### src/rtl/xcvr_pkg.sv
package xcvr_pkg;

  typedef enum logic [1:0] {
    KIND_BUF = 2'd0,
    KIND_REG = 2'd1,
    KIND_LAT = 2'd2
  } elem_kind_e;

  // 00 buffer, 01 edge register, 1x transparent latch
  function automatic elem_kind_e kind_of(input logic [1:0] sel);
    if (sel[1])      return KIND_LAT;
    else if (sel[0]) return KIND_REG;
    else             return KIND_BUF;
  endfunction

  // store new data at this clock edge?
  function automatic logic takes_new(input elem_kind_e k, input logic level,
                                     input logic level_q);
    case (k)
      KIND_REG: return level & ~level_q;
      KIND_LAT: return level;
      default:  return 1'b0;
    endcase
  endfunction

  // does the live input reach the element output this cycle?
  function automatic logic passes_live(input elem_kind_e k, input logic level);
    case (k)
      KIND_BUF: return 1'b1;
      KIND_LAT: return level;
      default:  return 1'b0;
    endcase
  endfunction

endpackage

### src/rtl/xcvr_elem.sv
module xcvr_elem
  import xcvr_pkg::*;
#(
  parameter int W = 8
) (
  input  logic         clk,
  input  logic         rst,
  input  logic [1:0]   mode_sel,
  input  logic         strobe,
  input  logic [W-1:0] din,
  output logic [W-1:0] pval,
  output logic         load_evt
);

  elem_kind_e   kind;
  logic         strobe_q;
  logic [W-1:0] hold_q;
  logic         live;

  assign kind     = kind_of(mode_sel);
  assign load_evt = takes_new(kind, strobe, strobe_q);
  assign live     = passes_live(kind, strobe);
  assign pval     = live ? din : hold_q;

  always_ff @(posedge clk) begin
    if (rst) begin
      strobe_q <= 1'b0;
      hold_q   <= '0;
    end else begin
      strobe_q <= strobe;
      if (load_evt) hold_q <= din;
    end
  end

  AST_REG_CAPTURE: assert property (@(posedge clk) disable iff (rst)
    (mode_sel == 2'b01 && strobe && !strobe_q) |=> (mode_sel != 2'b01 || pval == $past(din)));
  AST_REG_HOLD: assert property (@(posedge clk) disable iff (rst)
    (mode_sel == 2'b01 && !(strobe && !strobe_q)) |=> $stable(hold_q));
  AST_LAT_OPEN: assert property (@(posedge clk) disable iff (rst)
    (mode_sel[1] && strobe) |=> (hold_q == $past(din)));
  AST_LAT_HOLD: assert property (@(posedge clk) disable iff (rst)
    (mode_sel[1] && !strobe) |=> $stable(hold_q));
  AST_BUF_NOSTORE: assert property (@(posedge clk) disable iff (rst)
    (mode_sel == 2'b00) |=> $stable(hold_q));

endmodule

### src/rtl/xcvr_oe_ctrl.sv
module xcvr_oe_ctrl (
  input  logic a_oe,
  input  logic b_oe,
  input  logic b_oe_n,
  output logic a_out_en,
  output logic b_active
);

  assign a_out_en = a_oe;
  assign b_active = b_oe & ~b_oe_n;

endmodule

### src/rtl/xcvr_outstage.sv
module xcvr_outstage #(
  parameter int W = 8
) (
  input  logic         b_active,
  input  logic [W-1:0] p_ab,
  input  logic [W-1:0] p_ba,
  output logic [W-1:0] a_out,
  output logic [W-1:0] b_pull
);

  logic [W-1:0] b_drive_inv;

  assign b_drive_inv = ~p_ab;
  assign a_out       = ~p_ba;

  // open-collector: a bit pulls low only when active and its inverted level is 0
  for (genvar i = 0; i < W; i++) begin : g_bit
    assign b_pull[i] = b_active & ~b_drive_inv[i];
  end

endmodule

### src/rtl/xcvr_modal.sv
module xcvr_modal #(
  parameter int W = 8
) (
  input  logic         clk,
  input  logic         rst,
  input  logic [1:0]   ab_mode,
  input  logic [1:0]   ba_mode,
  input  logic         ab_strobe,
  input  logic         ba_strobe,
  input  logic         loop_en,
  input  logic         a_oe,
  input  logic         b_oe,
  input  logic         b_oe_n,
  input  logic [W-1:0] a_in,
  input  logic [W-1:0] b_in,
  output logic [W-1:0] a_out,
  output logic         a_out_en,
  output logic [W-1:0] b_pull,
  output logic         b_active
);

  logic [W-1:0] p_ab;
  logic [W-1:0] p_ba;
  logic [W-1:0] ba_src;
  logic         ab_load;
  logic         ba_load;

  xcvr_elem #(.W(W)) u_ab (
    .clk(clk), .rst(rst), .mode_sel(ab_mode), .strobe(ab_strobe),
    .din(a_in), .pval(p_ab), .load_evt(ab_load)
  );

  assign ba_src = loop_en ? p_ab : b_in;

  xcvr_elem #(.W(W)) u_ba (
    .clk(clk), .rst(rst), .mode_sel(ba_mode), .strobe(ba_strobe),
    .din(ba_src), .pval(p_ba), .load_evt(ba_load)
  );

  xcvr_oe_ctrl u_oe (
    .a_oe(a_oe), .b_oe(b_oe), .b_oe_n(b_oe_n),
    .a_out_en(a_out_en), .b_active(b_active)
  );

  xcvr_outstage #(.W(W)) u_out (
    .b_active(b_active), .p_ab(p_ab), .p_ba(p_ba),
    .a_out(a_out), .b_pull(b_pull)
  );

  AST_B_RELEASED: assert property (@(posedge clk) disable iff (rst)
    !b_active |-> (b_pull == '0));
  AST_INVERT_BUF: assert property (@(posedge clk) disable iff (rst)
    (b_active && ab_mode == 2'b00) |-> (b_pull == a_in));
  AST_LOOP_BUF: assert property (@(posedge clk) disable iff (rst)
    (loop_en && ba_mode == 2'b00) |-> (a_out == ~p_ab));
  AST_A_ENABLE: assert property (@(posedge clk) disable iff (rst)
    a_out_en == a_oe);
  AST_STORE_WHILE_OFF: assert property (@(posedge clk) disable iff (rst)
    (!b_active && ab_load) |=> (ab_mode != 2'b01 || p_ab == $past(a_in)));
  AST_DIR_INDEPENDENT: assert property (@(posedge clk) disable iff (rst)
    (ba_mode == 2'b01 && !ba_load && ab_load) |=> (ba_mode != 2'b01 || $stable(a_out) || $changed(ba_mode)));

endmodule

### config.mk
export PLATFORM = sky130hd
export DESIGN_NAME = xcvr_modal
export DESIGN_NICKNAME = d
export VERILOG_FILES = /design/src/rtl/xcvr_pkg.sv /design/src/rtl/xcvr_elem.sv /design/src/rtl/xcvr_oe_ctrl.sv /design/src/rtl/xcvr_outstage.sv /design/src/rtl/xcvr_modal.sv
export SDC_FILE = /design/constraint.sdc
export NUM_CORES = 1
export LEC_CHECK = 0
export BUFFER_PORTS_ARGS = -buffer_cell sky130_fd_sc_hd__buf_2
export CAP_MARGIN = 0
export CORE_MARGIN = 8
export CORE_UTILIZATION = 52
export DETAILED_ROUTE_END_ITERATION = 6
export PLACE_DENSITY = 0.84
export SLEW_MARGIN = 20
export SYNTH_ARGS = -nofsm -noshare
export SYNTH_HDL_FRONTEND = slang
export SYNTH_HIERARCHICAL = 1
export SYNTH_SLANG_ARGS = --single-unit
### constraint.sdc
create_clock -name clk -period 4.8 [get_ports clk]
set_input_delay 0.96 -clock clk [delete_from_list [all_inputs] [get_ports clk]]
set_output_delay 0.96 -clock clk [all_outputs]
set_load 0.005 [all_outputs]
==> results by group <==
Status
  – Status: finished clean

STA
  – Max Slew Vio Count: 0
  – Worst Setup Slack, final: 1.27 ns
  – Post-route minimum period: 3.53 ns
  – Final hold violations: 0
  – RSZ-0062 raised after global routing: no
  – Slew headroom: 68.8%
  – Post-Route Setup TNS: 0 ns
  – Timing-limited maximum frequency: 283 MHz
  – Clk_skew: 0.000698 ns
  – Final period utilization: 73.5%
  – Worst slew pin tran: 0.468 ns
  – # setup viols final: 0

Routing
  – Detailed Route Iter0 Violations: 18
  – Pre-antenna DRT Iters: 3
  – Final ANT Viol Nets: 0
  – Routed met3 length: 140 um
  – WL met2: 1330 um
  – Max layer used: met4
  – Vias per cell: 4.83
  – Post-route DRC: 0
  – WL met1: 1140 um
  – Via count: 927
  – Wire per inst: 13.7 um
  – Post-Route WL: 2630 um

Logic synthesis
  – Post-synthesis register bit count: 18
  – Gate Count Post-Synth: 123
  – Sequential share of the synthesized area: 28.8%
  – Synth area leaders: dfxtp_1 (29%), nand2b_1 (16%), mux2_2 (14%)
  – FFs w/ async S/R, synth: 0%
  – Synth top cells by count: nand2b_1 (32), dfxtp_1 (18), mux2_2 (16), mux2i_1 (16), inv_1 (10)
  – Post-synthesis area per instance: 10.2 um2
  – Count of cell types in the netlist: 15
  – Top-count cell post-synth: nand2b_1
  – Synth top area share: 28.8%
  – Syn nets: 151
  – Cell area after synthesis: 0.00125 mm2
  – Area leader, netlist: dfxtp_1
  – Synth Flop Type: dfxtp_1
  – Synth warnings: 6
  – Post-synth EDFFs: 0

Finish
  – Diode count: 0
  – Area delta synth->final: 19.0%
  – Share of cells above drive strength 1: 45.1%
  – Nets: 193

Place
  – Placer Congestion: 0.741
  – Placement Setup Slack: 1.28 ns
  – Port buffer count: 43
  – Dpl hpwl: 2120 um

Worst setup path
  – Crit path arrival time: 2.57 ns
  – CP endpoint kind: output port
  – Cells on worst reg2reg path: 3
  – CP top delay family: multiplexers
  – Crit path kind: in2out
  – Critical Path Start Type: primary input
  – CP max FO: 8
  – CP Buf/Inv Count: 3
  – Stages on the worst setup path: 7
  – Crit path largest cell delay: 0.40 ns
  – CP max-delay cell: mux2i_4
  – CP cell instances: buf_2 > mux2i_4 > mux2_2 > mux2_4 > mux2_2 > inv_1 > buf_2
  – Reg-to-reg setup timing slack: 3.65 ns
  – Critical path required time: 3.84 ns

CTS
  – Clk sink count: 18
  – Hold-fix buffers at CTS: 0
  – Clk pin slew, worst setup/hold paths: 0.10 ns
  – # Post-CTS Setup Buffers: 0
  – H-tree Lvls: 1
  – Worst skew pair latency: 0.28 ns
  – CTS root buf: clkbuf_4
  – CTS Buf Count: 3
  – Buffer depth of the longest clock path: 2
  – TritonCTS clock tree: done
  – # resized after CTS: 0

Global route
  – Vias in the first global route: 1070
  – Pin count of the biggest net entering global routing: 35
  – Remaining Overflow, GRT: 0
  – Initial antenna violation count: 0
  – Total track usage: 12.9%
  – First-pass GRT wire length: 4500 um

Power
  – Leak: 0.705 nW
  – VDD IR-drop max: 132 uV
  – Pwr Density: 238 mW/mm2

Floorplan
  – Ports: 46
  – Die width: 65.1 um
  – Cell row count: 17
  – Core Box Area: 0.00225 mm2
  – Starting Density: 55.5%
  – Full die area: 0.00423 mm2
  – Die H: 65.1 um

Worst hold path
  – Worst hold path type: reg2reg
  – Hold depth: 2

Run
  – # Max-Cap Violations: 0
## registers in the layout, indices dropped and copies added, names as in the netlist
name           count
u_ab/hold_q        8
u_ab/strobe_q      1
u_ba/hold_q        8
u_ba/strobe_q      1
## cell families after synthesis
logic type / Yosys count / synth area share (%)
AND/OR/NAND/NOR: 45 / 22.7
multiplexers: 42 / 40.4
flip-flops: 18 / 28.8
buffers and inverters: 16 / 6.90
AO/OA/AOI/OAI: 2 / 1.20
## cells in the final DEF, fill, tap and decap left out
cell type   n
mux2_2     16
buf_2      43
mux2_4      8
o21a_1      2
nor2b_1     2
clkbuf_4    3
inv_1      10
mux2i_1    16
and2_1      8
nand2b_1   32
nor2b_4     1
clkbuf_8    1
mux2i_4     2
nor2_1      2
dfxtp_1    18
## through the flow
step / total power (W) / hold slack [ns] / util (%) / instances / cell area [um2]
finish: 0.000355 / 0.479 / 66.0 / 192 / 1490
global placement: 0.000264 / 0.456 / 64.4 / 188 / 1450
floorplan: 0.000236 / 0.446 / - / 123 / 1250
global route: 0.000375 / 0.507 / 66.0 / 192 / 1490
detailed placement: 0.000268 / 0.464 / 64.4 / 188 / 1450
CTS: 0.000359 / 0.482 / 66.0 / 192 / 1490
## worst paths after layout
path	from	endpoint
worst min-delay path	u_ab/hold_q[1]	u_ab/hold_q[1]
worst max-delay path	ab_mode[1]	a_out[7]
worst max register to register	u_ab/strobe_q	u_ab/hold_q[0]
worst min register to register	u_ab/hold_q[1]	u_ab/hold_q[1]
## worst register-to-register path: cells and delay by family, from the launching register on
family	cells	cell delay (ns)
AND/OR/NAND/NOR	1	0.10
AO/OA/AOI/OAI	1	0.42
flip-flops	1	0.31
multiplexers	1	0.25
## layout make-up
class                   count  area [um2]
repair buffers             43         215
flip-flops and latches     18         360
well taps                  28        35.0
fillers                   204         766
clock buffers               4        36.3
inverters                  10        37.5
multi-input cells          89         805
## layer usage
| metal | vias to the layer above | global-route usage [%] |
|---|---|---|
| met2 | 25 | 25.2 |
| met3 | 2 | 2.41 |
| met5 | - | 0 |
| met1 | 420 | 13.2 |
| met4 | 0 | 4.09 |
| li1 | 480 | - |
## power breakdown
part	total [W]	internal [W]	switching [W]
registers	0.000164	0.000159	0.00000465
logic	0.0000993	0.0000573	0.0000420
clock network	0.0000917	0.0000461	0.0000456
total	0.000355	0.000262	0.0000922
No activity file was read; power rests on OpenSTA's default activity.
